File: src/rtl/g1_rdi_pkg.sv
// Package: shared types and helpers for the path RDI persistence filter.
// Assumes the RDI field plus spare bit is always four bits wide.
package g1_rdi_pkg;

    localparam int unsigned NIB_W = 4;

    typedef logic [NIB_W-1:0] rdi_nib_t;

    typedef enum logic [1:0] {
        LSEL_SHORT = 2'b00,
        LSEL_MID   = 2'b01,
        LSEL_LONG  = 2'b10,
        LSEL_MAX   = 2'b11
    } len_sel_e;

    // Largest of four lengths; used to size the run counter.
    function automatic int unsigned max_of4(input int unsigned a, input int unsigned b,
                                            input int unsigned c, input int unsigned d);
        int unsigned m;
        m = a;
        if (b > m) m = b;
        if (c > m) m = c;
        if (d > m) m = d;
        return m;
    endfunction

endpackage

File: src/rtl/rdi_cand_sel.sv
// Module: builds the per-frame candidate nibble from the status byte.
// Enhanced mode keeps bits 3..0; legacy mode keeps bit 3 and zeroes the rest.
// Purely combinational; assumes g1 is only meaningful under the frame strobe.
module rdi_cand_sel
    import g1_rdi_pkg::*;
(
    input  logic [7:0] g1,
    input  logic       enh,
    output rdi_nib_t   cand
);

    // Select candidate bits according to interpretation mode.
    always_comb begin
        if (enh) cand = g1[NIB_W-1:0];
        else     cand = {g1[3], 3'b000};
    end

endmodule

File: src/rtl/rdi_len_sel.sv
// Module: maps the 2-bit length select onto a frame count.
// Assumes every length parameter fits in CNT_W bits and is at least 2.
module rdi_len_sel #(
    parameter int unsigned LEN_A = 3,
    parameter int unsigned LEN_B = 5,
    parameter int unsigned LEN_C = 10,
    parameter int unsigned LEN_D = 16,
    parameter int unsigned CNT_W = 5
) (
    input  logic [1:0]       sel,
    output logic [CNT_W-1:0] len
);

    localparam int unsigned N_SEL = 4;
    localparam int unsigned LENS [N_SEL] = '{LEN_A, LEN_B, LEN_C, LEN_D};

    logic [CNT_W-1:0] tbl [N_SEL];

    genvar gi;
    generate
        for (gi = 0; gi < N_SEL; gi++) begin : g_tbl
            assign tbl[gi] = CNT_W'(LENS[gi]);
        end
    endgenerate

    // Look up the selected length.
    always_comb len = tbl[sel];

endmodule

File: src/rtl/rdi_persist_ctr.sv
// Module: counts consecutive strobed frames carrying the same candidate.
// A changed candidate restarts the run at one; the count saturates at CNT_MAX.
// Idle cycles (no strobe) hold both the run and the remembered candidate.
module rdi_persist_ctr
    import g1_rdi_pkg::*;
#(
    parameter int unsigned CNT_W   = 5,
    parameter int unsigned CNT_MAX = 16
) (
    input  logic             clk,
    input  logic             rst_n,
    input  logic             frame_vld,
    input  rdi_nib_t         cand,
    input  logic [CNT_W-1:0] len,
    output logic             hit
);

    localparam logic [CNT_W-1:0] CMAX = CNT_W'(CNT_MAX);
    localparam logic [CNT_W-1:0] ONE  = CNT_W'(1);

    rdi_nib_t         prev_q;
    logic [CNT_W-1:0] cnt_q;
    logic [CNT_W-1:0] cnt_d;

    // Next run length given this frame's candidate.
    always_comb begin
        if (cand != prev_q)    cnt_d = ONE;
        else if (cnt_q < CMAX) cnt_d = cnt_q + ONE;
        else                   cnt_d = cnt_q;
    end

    // Register run length and last candidate on each strobed frame.
    always_ff @(posedge clk) begin
        if (!rst_n) begin
            prev_q <= '0;
            cnt_q  <= '0;
        end else if (frame_vld) begin
            prev_q <= cand;
            cnt_q  <= cnt_d;
        end
    end

    // Persistence reached on this frame.
    always_comb hit = frame_vld && (cnt_d >= len);

endmodule

File: src/rtl/rdi_accept.sv
// Module: holds the adopted value and emits the one-cycle change pulse.
// Assumes hit is only asserted together with the frame strobe.
module rdi_accept
    import g1_rdi_pkg::*;
(
    input  logic     clk,
    input  logic     rst_n,
    input  logic     hit,
    input  rdi_nib_t cand,
    output rdi_nib_t filt,
    output logic     upd
);

    logic take;

    // Adopt only values that differ from the held one.
    always_comb take = hit && (cand != filt);

    // Update adopted value and event pulse.
    always_ff @(posedge clk) begin
        if (!rst_n) begin
            filt <= '0;
            upd  <= 1'b0;
        end else begin
            upd <= take;
            if (take) filt <= cand;
        end
    end

endmodule

File: src/rtl/rdi_defect_dec.sv
// Module: decodes the far-end defect flag from the adopted value.
// Enhanced: codes 000 and 001 in bits 3..1 mean no defect; legacy: bit 3 only.
module rdi_defect_dec
    import g1_rdi_pkg::*;
(
    input  rdi_nib_t filt,
    input  logic     enh,
    output logic     defect
);

    // Mode-dependent defect decode.
    always_comb begin
        if (enh) defect = (filt[3:1] != 3'b000) && (filt[3:1] != 3'b001);
        else     defect = filt[3];
    end

endmodule

File: src/rtl/g1_rdi_persist.sv
// Module: top of the path RDI receive persistence filter.
// Chains candidate selection, run counting, adoption and defect decode.
// Assumes one strobed byte per frame and quasi-static mode/length selects.
module g1_rdi_persist
    import g1_rdi_pkg::*;
#(
    parameter int unsigned LEN_A = 3,
    parameter int unsigned LEN_B = 5,
    parameter int unsigned LEN_C = 10,
    parameter int unsigned LEN_D = 16
) (
    input  logic       clk,
    input  logic       rst_n,
    input  logic [7:0] g1_i,
    input  logic       frame_vld_i,
    input  logic [1:0] len_sel_i,
    input  logic       enh_i,
    output logic [3:0] filt_o,
    output logic       defect_o,
    output logic       upd_o
);

    localparam int unsigned LEN_MAX = max_of4(LEN_A, LEN_B, LEN_C, LEN_D);
    localparam int unsigned CNT_W   = $clog2(LEN_MAX + 1);

    rdi_nib_t         cand;
    rdi_nib_t         filt;
    logic [CNT_W-1:0] len;
    logic             hit;

    rdi_cand_sel u_cand (
        .g1   (g1_i),
        .enh  (enh_i),
        .cand (cand)
    );

    rdi_len_sel #(
        .LEN_A (LEN_A), .LEN_B (LEN_B), .LEN_C (LEN_C), .LEN_D (LEN_D),
        .CNT_W (CNT_W)
    ) u_len (
        .sel (len_sel_i),
        .len (len)
    );

    rdi_persist_ctr #(
        .CNT_W   (CNT_W),
        .CNT_MAX (LEN_MAX)
    ) u_ctr (
        .clk       (clk),
        .rst_n     (rst_n),
        .frame_vld (frame_vld_i),
        .cand      (cand),
        .len       (len),
        .hit       (hit)
    );

    rdi_accept u_acc (
        .clk   (clk),
        .rst_n (rst_n),
        .hit   (hit),
        .cand  (cand),
        .filt  (filt),
        .upd   (upd_o)
    );

    rdi_defect_dec u_dec (
        .filt   (filt),
        .enh    (enh_i),
        .defect (defect_o)
    );

    // Drive adopted value to the port.
    always_comb filt_o = filt;

endmodule

File: config.mk
export PLATFORM = sky130hd
export DESIGN_NAME = g1_rdi_persist
export DESIGN_NICKNAME = d
export VERILOG_FILES = /design/src/rtl/g1_rdi_pkg.sv /design/src/rtl/rdi_cand_sel.sv /design/src/rtl/rdi_len_sel.sv /design/src/rtl/rdi_persist_ctr.sv /design/src/rtl/rdi_accept.sv /design/src/rtl/rdi_defect_dec.sv /design/src/rtl/g1_rdi_persist.sv
export SDC_FILE = /design/constraint.sdc
export NUM_CORES = 1
export LEC_CHECK = 0
export ABC_AREA = 1
export BUFFER_PORTS_ARGS = -buffer_cell sky130_fd_sc_hd__buf_2
export CAP_MARGIN = 20
export CORE_AREA = 2 2 54 56
export CTS_CLUSTER_SIZE = 14
export DETAILED_ROUTE_END_ITERATION = 7
export DIE_AREA = 0 0 56 58
export PLACE_DENSITY_LB_ADDON = 0.3
export SLEW_MARGIN = 20
export SYNTH_ARGS = -nofsm -noshare
export SYNTH_HDL_FRONTEND = slang
export SYNTH_HIERARCHICAL = 1
export SYNTH_SLANG_ARGS = --single-unit
export TNS_END_PERCENT = 100
File: constraint.sdc
create_clock -name clk -period 2.15 [get_ports clk]
set_clock_uncertainty 0.15 [all_clocks]
set_input_delay 0.43 -clock clk [delete_from_list [all_inputs] [get_ports clk]]
set_output_delay 0.43 -clock clk [all_outputs]
set_load 0.005 [all_outputs]
# Word level (Yosys, flattened, before mapping)
# Cells that the tools add are included.
# word_totals
register_bits	14
inputBits	14
output_inout_bits	6
elab_cells	23
# op_classes
addsub	1
magnitude_cmp	3
n_eq_ne	3
n_mux	7
bitwise	1
reduce_logical	4
# ops
cell	count
two-way mux 5 bit	4
binary-select mux 5 bit (select 2 bit)	1
inequality test 4 bit	2
adder 5 x 1 -> 5 bit (second input constant)	1
>= comparator 5 bit	1
< comparator 5 bit (second input constant)	1
>= comparator 3 bit (second input constant)	1
logical AND 1 bit	3
two-way mux 3 bit	1
inequality test 3 x 1 -> 1 bit (second input constant)	1
NOT 2 -> 3 bit	1
nonzero test 3 bit	1
two-way mux 1 bit	1

# Logic depth before layout (Yosys ltp)
# Gate-level depths: netlist (run 1).
# depth
depth_word	7
mapped_depth	16

# Hierarchy
# The synthesis (run 1) kept the hierarchy.
# modules_own_cells
mod	instances	cells_each	area_each_um2	seq_area_each_um2
rdi_persist_ctr	1	103	685.7	180.2
rdi_accept	1	40	264.0	100.1
rdi_cand_sel	1	7	30.0	0.0
rdi_len_sel	1	6	22.5	0.0
rdi_defect_dec	1	3	11.3	0.0

# Least setup slack after synthesis (run 1)
# OpenSTA, ideal clock, no wires.
# synth_timing
path_type	in2reg
from	input port g1_i[2]
to	register u_acc.filt[0]
setup_time_ns	0.116
arrival_time_ns	1.939
required_ns	1.884
path_slack_ns	-0.055
stages	16
path_cell_list	nand2_1 inv_1 inv_1 nand2_1 nand2_1 nor2_8 nand3_1 inv_1 ha_1 nand2_1 o21ai_0 nor2_1 nor2_1 buf_6 mux2i_1 nor2_1
# synth_via
elab_chain_len	6
# synth_rtl
element	line	text
from (decl)	g1_rdi_persist.sv:14	input logic [7:0] g1_i,
two-way mux 3 bit	rdi_cand_sel.sv:14	if (enh) cand = g1[NIB_W-1:0];
via cand[2]	g1_rdi_persist.sv:26	rdi_nib_t cand;
inequality test 4 bit	rdi_persist_ctr.sv:27	if (cand != prev_q) cnt_d = ONE;
two-way mux 5 bit	rdi_persist_ctr.sv:27	
via u_ctr.cnt_d[4]	rdi_persist_ctr.sv:23	logic [CNT_W-1:0] cnt_d;
>= comparator 5 bit	rdi_persist_ctr.sv:44	always_comb hit = frame_vld && (cnt_d >= len);
logical AND 1 bit	rdi_persist_ctr.sv:44	
via hit	g1_rdi_persist.sv:29	logic hit;
logical AND 1 bit	rdi_accept.sv:17	always_comb take = hit && (cand != filt);
to (signal assigned)	rdi_accept.sv:26	if (take) filt <= cand;
to (decl)	rdi_accept.sv:10	output rdi_nib_t filt,
# The timed path passes the listed nets, and every way through them passes these cells.
# A chain may end at the register's enable or synchronous reset.

# Worst setup path after layout (run 1)
# layout_timing
from	register u_ctr.cnt_q[1]
to	register u_acc.filt[2]
# layout_via
elab_chain_len	6
# layout_rtl
element	line	text
from (decl)	rdi_persist_ctr.sv:22	logic [CNT_W-1:0] cnt_q;
from (signal assigned)	rdi_persist_ctr.sv:39	cnt_q <= cnt_d;
adder 5 x 1 -> 5 bit / < comparator 5 bit (equally long branches)	rdi_persist_ctr.sv:28	else if (cnt_q < CMAX) cnt_d = cnt_q + ONE;
two-way mux 5 bit (*)	rdi_persist_ctr.sv:28	
two-way mux 5 bit (*)	rdi_persist_ctr.sv:27	
via u_ctr.cnt_d[2]	rdi_persist_ctr.sv:23	
>= comparator 5 bit (*)	rdi_persist_ctr.sv:44	
logical AND 1 bit (*)	rdi_persist_ctr.sv:44	
via hit	g1_rdi_persist.sv:29	
logical AND 1 bit (*)	rdi_accept.sv:17	
# The timed path passes the listed nets; every way through them passes the cells marked *.

==> impl_metrics.json, run 1 <==
{
  "die_area_um2": 3250,
  "number_of_different_library_cells_in_the_post_synthesis_netlist": 20,
  "synth.avg_cell_area_um2": 6.37,
  "detailed_place_hpwl_um": 1630,
  "final.fill_count": 274,
  "clockRootBuffer": "sky130_fd_sc_hd__clkbuf_4",
  "clock_sinks": 14,
  "num_antenna_cells": 0,
  "pleak_uw": 0.000709,
  "syn_inst": 159,
  "grt_pass1_wl_um": 3670,
  "min-delay-path-class": "input pin to register",
  "layout.nets": 212,
  "routed-via-count": 1005,
  "clock_tree_from_tritoncts": "yes",
  "dp.cells": 216,
  "drtPass1Iterations": 4,
  "first_global_vias": 868,
  "irDropWorstVdd_v": 0.000358,
  "floorplan.io_pins": 20,
  "fmax_mhz": 468,
  "tritoncts.num_buffers": 3,
  "syn-num-nets": 179,
  "drt_drc_violations_left": 0,
  "outcome": "completed",
  "grt_usage_pct": 14.3,
  "via_count_normalized_by_instance_count": 4.53,
  "timing.final.setup_violations": 0,
  "maxSlewViolCount": 0,
  "grt_max_degree": 18,
  "critical_path_peak_fanout": 5,
  "timing.final.crit_share_pct": 99.4,
  "drt-wirelength-per-cell_um": 9.58,
  "htree_levels": 1,
  "drt_first_iter_violations": 32,
  "clkLatencyLatePin_ps": 280,
  "ant_nets": 0,
  "synth.cell_area_um2": 1010,
  "worst_margin_pin_slew_ps": 188,
  "max_cap_viol_count": 0,
  "register_clock_pin_slew_on_the_reported_worst_setup_and_hold_paths_ps": 90,
  "ys_seq_area_share_pct": 27.7,
  "worst_ep_required_time_ps": 2180,
  "total_routed_wirelength_um": 2130,
  "yosys_register_bits": 14,
  "fraction_of_layout_instances_using_a_drive_strength_above_1_pct": 34.6,
  "slew-limit-headroom_pct": 87.3,
  "rsz0062_at_grt": "yes",
  "antenna_found_initial": 0,
  "yosysWarningCount": 6,
  "initial_utilization_pct": 38.1,
  "crit_arrival_ps": 2170,
  "placement_rows": 19,
  "cts-hold-fix-buffers": 0,
  "pwr_density_cell_nw_per_um2": 493,
  "areaGrowthSynthToFinish_pct": 32.6,
  "final.min_clock_period_ps": 2140,
  "core-area_um2": 2660,
  "final_cell_count_no_fill": 222,
  "cts_max_path_buffers": 2,
  "critical_path_class": "register to register",
  "gp_congestion": 0.836,
  "dieWidth_um": 56,
  "global_route.overflow_total": 0,
  "port_buffers": 15,
  "totalPowerFinal_uw": 662,
  "crit_start_category": "register",
  "die_h_um": 58,
  "finalHoldViolCount": 0,
  "end_kind": "register"
}
## path summary, 6_finish.rpt
check,startpoint,end,slack [ps],depth (start not counted)
worst max-delay path,u_ctr/cnt_q[1],u_acc/filt[2],10,13
worst min register to register,u_ctr/prev_q[2],u_ctr/prev_q[2],400,2
worst min-delay path,rst_n,u_ctr/prev_q[2],330,3
worst max register to register,u_ctr/cnt_q[1],u_acc/filt[2],10,13
## stage by stage
| stage | TNS [ps] | hold slack, ps | setup WS [ps] | instance area, µm² | util (%) |
|---|---|---|---|---|---|
| 4_1_cts | 0 | 324 | 1.11 | 1280 | 48.3 |
| 2_1_floorplan | 0 | 361 | 5.48 | 1030 | - |
| 5_1_grt | -445 | 339 | -124 | 1340 | 50.5 |
| 3_3_place_gp | -2240 | 374 | -487 | 1230 | 46.2 |
| 6_report | 0 | 330 | 13.7 | 1340 | 50.5 |
| 3_5_place_dp | -2370 | 383 | -508 | 1230 | 46.2 |
## sequential cells by signal, summed over array words and instances (netlist names)
name          cells
u_ctr/cnt_q       5
u_acc/filt        4
u_ctr/prev_q      4
u_acc/upd         1
## synthesized netlist by cell type
master | n | share of area [%]
sky130_fd_sc_hd__buf_4 | 1 | 0.74
sky130_fd_sc_hd__inv_2 | 1 | 0.37
sky130_fd_sc_hd__ha_1 | 6 | 7.4
sky130_fd_sc_hd__nor2_1 | 14 | 5.2
sky130_fd_sc_hd__nand2_1 | 41 | 15
sky130_fd_sc_hd__buf_6 | 1 | 1.1
sky130_fd_sc_hd__mux2i_1 | 4 | 4.0
sky130_fd_sc_hd__nor2_2 | 3 | 1.9
sky130_fd_sc_hd__a21oi_1 | 11 | 5.4
sky130_fd_sc_hd__buf_2 | 2 | 0.99
sky130_fd_sc_hd__nand4_1 | 1 | 0.62
sky130_fd_sc_hd__dfxtp_1 | 14 | 28
sky130_fd_sc_hd__nor2_8 | 1 | 2.0
sky130_fd_sc_hd__nand2_2 | 2 | 1.2
sky130_fd_sc_hd__nand2_4 | 2 | 2.2
sky130_fd_sc_hd__inv_1 | 37 | 14
sky130_fd_sc_hd__nand3b_1 | 1 | 0.74
sky130_fd_sc_hd__o21ai_0 | 10 | 4.9
sky130_fd_sc_hd__nor2_4 | 2 | 2.2
sky130_fd_sc_hd__nand3_1 | 5 | 2.5
## power by group
group	switching (µW)	internal (µW)	leakage, µW
clock network	92.1	103	0.0000210
registers	13.8	273	0.000117
logic	99.4	80.6	0.000572
total	205	457	0.000709
## timing repair
action,CTS,global route
hold endpoints to repair,0,0
endpoints found under the setup margin,5,5
pin swaps,2,9
setup buffers,0,2
gates resized for setup,6,11
## metal layers
metal	vias up	track usage, %	part of all wire, %
met4	0	5.10	1.3
met5	-	0	0
li1	541	-	-
met1	438	20.3	49
met3	6	2.90	4.0
met2	20	21.5	45
## layout make-up
class / instances / area, µm² / share of cell area [%]
Clock buffer: 4 / 36.3 / 2.70
Inverter: 38 / 143 / 10.6
Multi-Input combinational cell: 103 / 634 / 47.2
Sequential cell: 14 / 289 / 21.5
Tap cell: 31 / 38.8 / 2.89
Timing Repair Buffer: 32 / 203 / 15.1
## logic make-up (layout without fill, tap and decap cells)
kind of cell	after synthesis	after routing	synth area share (%)
fa+ha+maj	6	6	7.41
mux	4	4	3.95
flops	14	14	27.7
buf+inv	42	74	16.9
compound gates	21	21	10.4
simple gates	72	72	33.7
## critical path, stage by stage (launching register included)
cell and delay [ps]:
sky130_fd_sc_hd__dfxtp_4 370, sky130_fd_sc_hd__ha_4 160, sky130_fd_sc_hd__nand2_2 50, sky130_fd_sc_hd__nand2_1 40, sky130_fd_sc_hd__nand2_1 50, sky130_fd_sc_hd__nand3b_1 140
sky130_fd_sc_hd__inv_2 60, sky130_fd_sc_hd__ha_4 260, sky130_fd_sc_hd__nand4_1 90, sky130_fd_sc_hd__a21oi_2 130, sky130_fd_sc_hd__nor2_2 60, sky130_fd_sc_hd__nor2_4 200
sky130_fd_sc_hd__mux2i_1 200, sky130_fd_sc_hd__nor2_1 60
## placed cells by master (no fill, tap or decap)
master	instances
sky130_fd_sc_hd__a21oi_1	9
sky130_fd_sc_hd__a21oi_2	2
sky130_fd_sc_hd__buf_2	15
sky130_fd_sc_hd__buf_4	17
sky130_fd_sc_hd__clkbuf_4	3
sky130_fd_sc_hd__clkbuf_8	1
sky130_fd_sc_hd__dfxtp_1	11
sky130_fd_sc_hd__dfxtp_2	1
sky130_fd_sc_hd__dfxtp_4	2
sky130_fd_sc_hd__ha_1	3
sky130_fd_sc_hd__ha_4	3
sky130_fd_sc_hd__inv_1	33
sky130_fd_sc_hd__inv_2	5
sky130_fd_sc_hd__mux2i_1	4
sky130_fd_sc_hd__nand2_1	38
sky130_fd_sc_hd__nand2_2	5
sky130_fd_sc_hd__nand2_4	2
sky130_fd_sc_hd__nand3_1	3
sky130_fd_sc_hd__nand3_2	2
sky130_fd_sc_hd__nand3b_1	1
sky130_fd_sc_hd__nand4_1	1
sky130_fd_sc_hd__nor2_1	12
sky130_fd_sc_hd__nor2_2	4
sky130_fd_sc_hd__nor2_4	3
sky130_fd_sc_hd__nor2_8	1
sky130_fd_sc_hd__o21ai_0	9
sky130_fd_sc_hd__o21ai_1	1
Note: power is estimated with default switching activity, not from simulation.
==> run 2: changes to the inputs <==
- CORE_AREA: 2 2 54 56 -> 2 2 62 64
- DIE_AREA: 0 0 56 58 -> 0 0 64 66
==> impl_metrics.json, run 2 (synthesis gave the netlist of run 1 again) <==
{
  "maxSlewViolCount": 0,
  "areaGrowthSynthToFinish_pct": 35.8,
  "gp_congestion": 0.768,
  "tritoncts.num_buffers": 3,
  "initial_utilization_pct": 28.5,
  "setup-tns-final_ps": -3.94,
  "finalHoldViolCount": 0,
  "layout_setup_ws_ps": -2.05,
  "layout_commonest_cell": "sky130_fd_sc_hd__nand2_1",
  "drt-wirelength-per-cell_um": 8.91,
  "path_cells": "ha_4 -> nand2_2 -> nand2_1 -> nand2_1 -> nand3b_1 -> inv_2 -> ha_4 -> a21oi_2 -> o21ai_1 -> nor2_2 -> nor2_4 -> mux2i_1 -> nor2_1",
  "critical_path.max_stage_delay_ps": 370,
  "clock_power_share_pct": 29.3,
  "floorplan.io_pins": 20,
  "core-area_um2": 3550,
  "dieWidth_um": 64,
  "reg_top3": "u_ctr/cnt_q x5, u_acc/filt x4, u_ctr/prev_q x4",
  "drt_drc_violations_left": 0,
  "irDropWorstVdd_v": 0.000347,
  "pleak_uw": 0.000704,
  "fraction_of_layout_instances_using_a_drive_strength_above_1_pct": 36.1,
  "end_kind": "register",
  "clockRootBuffer": "sky130_fd_sc_hd__clkbuf_4",
  "grt_max_degree": 18,
  "placement_rows": 22,
  "die_h_um": 66,
  "violations": "negative setup slack",
  "number_of_flip_flops_in_the_largest_register": 5,
  "cts-hold-fix-buffers": 0,
  "crit_start_category": "register",
  "timing.final.setup_violations": 3,
  "grt_usage_pct": 11.7,
  "power_frac_comb_pct": 27.6,
  "leading_cell_types_in_the_layout_fill_and_taps_excluded": "sky130_fd_sc_hd__nand2_1 (37), sky130_fd_sc_hd__inv_1 (31), sky130_fd_sc_hd__buf_4 (17), sky130_fd_sc_hd__buf_2 (15)",
  "ant_nets": 0,
  "final.min_clock_period_ps": 2150,
  "timing.final.crit_share_pct": 100,
  "p_int_uw": 460,
  "crit_arrival_ps": 2190,
  "timing.reg2reg.setup_slack_ps": -2,
  "rsz0062_at_grt": "yes",
  "switching_power_as_a_share_of_total_power_pct": 30.9,
  "port_buffers": 15,
  "totalPowerFinal_uw": 666,
  "worst_hold_slack_ps": 277,
  "max_cap_viol_count": 0,
  "fmax_mhz": 465,
  "multi_input_area_um2": 649,
  "largest-register": "u_ctr/cnt_q",
  "routed-via-count": 998,
  "first_global_vias": 945,
  "cts_max_path_buffers": 2,
  "register_clock_pin_slew_on_the_reported_worst_setup_and_hold_paths_ps": 90,
  "outcome": "finished, violations left",
  "htree_levels": 1,
  "global_route.overflow_total": 0,
  "drtPass1Iterations": 4,
  "pwr_density_cell_nw_per_um2": 484,
  "slew-limit-headroom_pct": 85.4,
  "clkLatencyLatePin_ps": 290,
  "antenna_found_initial": 0,
  "grt_pass1_wl_um": 3920,
  "total_routed_wirelength_um": 2130,
  "detailed_place_hpwl_um": 1630,
  "critical_path_peak_fanout": 5,
  "pwr-share-seq_pct": 43.1,
  "num_antenna_cells": 0,
  "drt_first_iter_violations": 35,
  "layout.area.seq_um2": 285,
  "worst_margin_pin_slew_ps": 219,
  "power_switching_uw": 206,
  "clock_tree_from_tritoncts": "yes",
  "layout.nets": 212,
  "critical_path_class": "register to register",
  "clock_sinks": 14,
  "final.fill_count": 391,
  "critical_path.slowest_cell": "sky130_fd_sc_hd__dfxtp_4",
  "setup_fix_buffers_added_after_clock_tree_synthesis": 0,
  "worst_ep_required_time_ps": 2190,
  "die_area_um2": 4220,
  "min-delay-path-class": "input pin to register",
  "via_count_normalized_by_instance_count": 4.18
}
==> run 2: worst paths after layout <==
check | depth (start not counted) | from | end
max reg2reg | 13 | u_ctr/cnt_q[0] | u_acc/filt[1]
min | 3 | g1_i[3] | u_ctr/prev_q[3]
max | 13 | u_ctr/cnt_q[0] | u_acc/filt[1]
min reg2reg | 2 | u_ctr/prev_q[1] | u_ctr/prev_q[1]
==> run 2: worst max-delay path: cells and delay by family, from the launching register on <==
| family | cells | cell delay (ps) |
|---|---|---|
| AOI/OAI and AO/OA | 2 | 220 |
| adders and majority gates | 2 | 420 |
| buffers and inverters | 1 | 50 |
| DFF | 1 | 370 |
| muxes | 1 | 210 |
| and+or+nand+nor | 7 | 640 |
==> run 2: area by class of cell <==
type	instances	share of cell area (%)
well taps	48	4.36
clock buffers	4	2.64
repair buffers	32	14.7
flip-flops and latches	14	20.7
multi-input cells	103	47.2
inverters	38	10.4
==> run 2: per-layer routing <==
metal	part of all wire, %	vias up	GRT usage [%]
li1	-	544	-
met5	0	-	0
met1	47	431	14.5
met2	47	19	19.5
met3	4.3	4	3.41
met4	0.94	0	3.80
==> run 2: power groups by stage <==
stage	Clock, µW	Sequential (µW)	Combinational (µW)
global placement	0	292	168
floorplan	0	290	117
global route	218	291	211
finish	195	287	184
CTS	206	286	173
detailed placement	0	292	169
==> run 2: what timing repair did <==
action                                  in CTS  in global routing
resized for setup                            4                 15
endpoints found under the hold margin        0                  0
endpoints found under the setup margin       5                  5
pin swaps                                    1                 13
==> run 2: per-stage QoR <==
stage               util [%]  setup slack [ps]  cells  cell area [µm²]
finish                  38.8             -2.05    239             1380
global placement        35.7              -511    235             1270
CTS                     37.0              21.4    239             1320
floorplan                  -              5.48    159             1030
global route            38.8              -161    239             1380
detailed placement      35.7              -509    235             1270
==> run 3: changes to the inputs <==
- SETUP_SLACK_MARGIN: not set -> 0.2
==> impl_metrics.json, run 3 (synthesis gave the netlist of run 1 again) <==
{
  "outcome": "completed",
  "initial_utilization_pct": 28.5,
  "total_routed_wirelength_um": 2330,
  "via_count_normalized_by_instance_count": 4.07,
  "die_h_um": 66,
  "clock_tree_from_tritoncts": "yes",
  "critical_path.slowest_cell": "sky130_fd_sc_hd__dfxtp_4",
  "worst_margin_pin_slew_ps": 215,
  "dieWidth_um": 64,
  "rsz0062_at_grt": "yes",
  "port_buffers": 15,
  "finish.instance_area_um2": 1510,
  "final.min_clock_period_ps": 2150,
  "worst_ep_required_time_ps": 2170,
  "core-area_um2": 3550,
  "min-delay-path-class": "input pin to register",
  "grt_pass1_wl_um": 3970,
  "clock_sinks": 14,
  "ant_nets": 0,
  "crit_arrival_ps": 2170,
  "worst_hold_slack_ps": 328,
  "layout_commonest_cell": "sky130_fd_sc_hd__nand2_1",
  "routed-via-count": 1009,
  "path_cells": "ha_4 -> nand2_2 -> nand2_1 -> nand2_1 -> nand3b_1 -> inv_2 -> ha_4 -> nand4_1 -> a21oi_2 -> nor2_2 -> nor2_4 -> mux2i_1 -> nor2_1",
  "drt-wirelength-per-cell_um": 9.40,
  "timing.final.setup_violations": 0,
  "layout.nets": 221,
  "areaGrowthSynthToFinish_pct": 48.8,
  "grt_usage_pct": 11.8,
  "grt_max_degree": 18,
  "drt_first_iter_violations": 32,
  "totalPowerFinal_uw": 693,
  "clkLatencyLatePin_ps": 280,
  "end_kind": "register",
  "leading_cell_types_in_the_layout_fill_and_taps_excluded": "sky130_fd_sc_hd__nand2_1 (31), sky130_fd_sc_hd__inv_1 (27), sky130_fd_sc_hd__buf_4 (26), sky130_fd_sc_hd__buf_2 (13), sky130_fd_sc_hd__nor2_1 (12)",
  "timing.final.crit_share_pct": 99.9,
  "critical_path.n_buffers_inverters": 1,
  "slew-limit-headroom_pct": 85.5,
  "irDropWorstVdd_v": 0.000354,
  "timing.reg2reg.setup_slack_ps": 1,
  "maxSlewViolCount": 0,
  "placed_cell_area_um2": 1330,
  "critical_path_peak_fanout": 5,
  "floorplan.io_pins": 20,
  "critical_path.max_stage_delay_ps": 370,
  "finalHoldViolCount": 0,
  "global_route.overflow_total": 0,
  "fmax_mhz": 465,
  "die_area_um2": 4220,
  "htree_levels": 1,
  "final_cell_count_no_fill": 248,
  "pwr_density_cell_nw_per_um2": 459,
  "reg_top3": "u_ctr/cnt_q x5, u_acc/filt x4, u_ctr/prev_q x4",
  "largest-register": "u_ctr/cnt_q",
  "critical_path_class": "register to register",
  "max_cap_viol_count": 0,
  "detailed_place_hpwl_um": 1640,
  "gp_congestion": 0.771,
  "register_clock_pin_slew_on_the_reported_worst_setup_and_hold_paths_ps": 90,
  "placement_rows": 22,
  "crit_start_category": "register",
  "tritoncts.num_buffers": 3,
  "num_antenna_cells": 0,
  "dp.cells": 237,
  "final_core_utilization_pct": 42.5,
  "fraction_of_layout_instances_using_a_drive_strength_above_1_pct": 46.5,
  "cts_max_path_buffers": 2,
  "drt_drc_violations_left": 0,
  "cts-hold-fix-buffers": 0,
  "path_delay_family": "simple AND/OR/NAND/NOR gates",
  "drtPass1Iterations": 4,
  "antenna_found_initial": 0,
  "number_of_flip_flops_in_the_largest_register": 5,
  "final.fill_count": 393,
  "pleak_uw": 0.000760,
  "first_global_vias": 942,
  "clockRootBuffer": "sky130_fd_sc_hd__clkbuf_4"
}
-- run 3: worst min-delay path, cell delays in order --
cell	delay, ps
sky130_fd_sc_hd__buf_2	170
sky130_fd_sc_hd__o21ai_0	90
sky130_fd_sc_hd__a21oi_1	40
-- run 3: path summary, 6_finish.rpt --
| check | endpoint | cells after the start | startpoint |
|---|---|---|---|
| setup / recovery | u_acc/filt[1] | 13 | u_ctr/cnt_q[0] |
| hold / removal | u_ctr/cnt_q[0] | 3 | rst_n |
| setup reg to reg | u_acc/filt[1] | 13 | u_ctr/cnt_q[0] |
| hold reg to reg | u_ctr/prev_q[1] | 2 | u_ctr/prev_q[1] |
-- run 3: where the power goes --
group          switching, µW  internal, µW  leakage (µW)
Sequential              13.7           275      0.000118
Combinational            112          99.1      0.000621
Clock                   90.4           103     0.0000210
-- run 3: timing repair --
action	in CTS	in global routing
setup buffers	7	0
pin swaps	5	9
resized for setup	13	17
setup endpoints to repair	5	6
-- run 3: area by class of cell --
cell class / count / area (µm²) / share of cell area (%)
Tap cell: 48 / 60.1 / 3.98
Sequential cell: 14 / 292 / 19.3
Multi-Input combinational cell: 103 / 683 / 45.3
Inverter: 38 / 150 / 9.96
Clock buffer: 4 / 36.3 / 2.41
Timing Repair Buffer: 41 / 287 / 19.0
-- run 3: stage by stage --
| step | setup slack, ps | TNS, ps |
|---|---|---|
| floorplan | 25.7 | 0 |
| global placement | -527 | -2440 |
| detailed placement | -562 | -2620 |
| CTS | 31.3 | 0 |
| global route | -147 | -550 |
| finish | 1.42 | 0 |
-- run 3: metal layers --
layer	wire length (µm)	part of all wire [%]	GRT usage, %	vias to the layer above
li1	-	-	-	563
met1	1130	49	14.9	435
met2	1130	49	20.4	9
met3	52	2.2	2.56	2
met4	12	0.52	2.99	0
met5	0	0	0	-
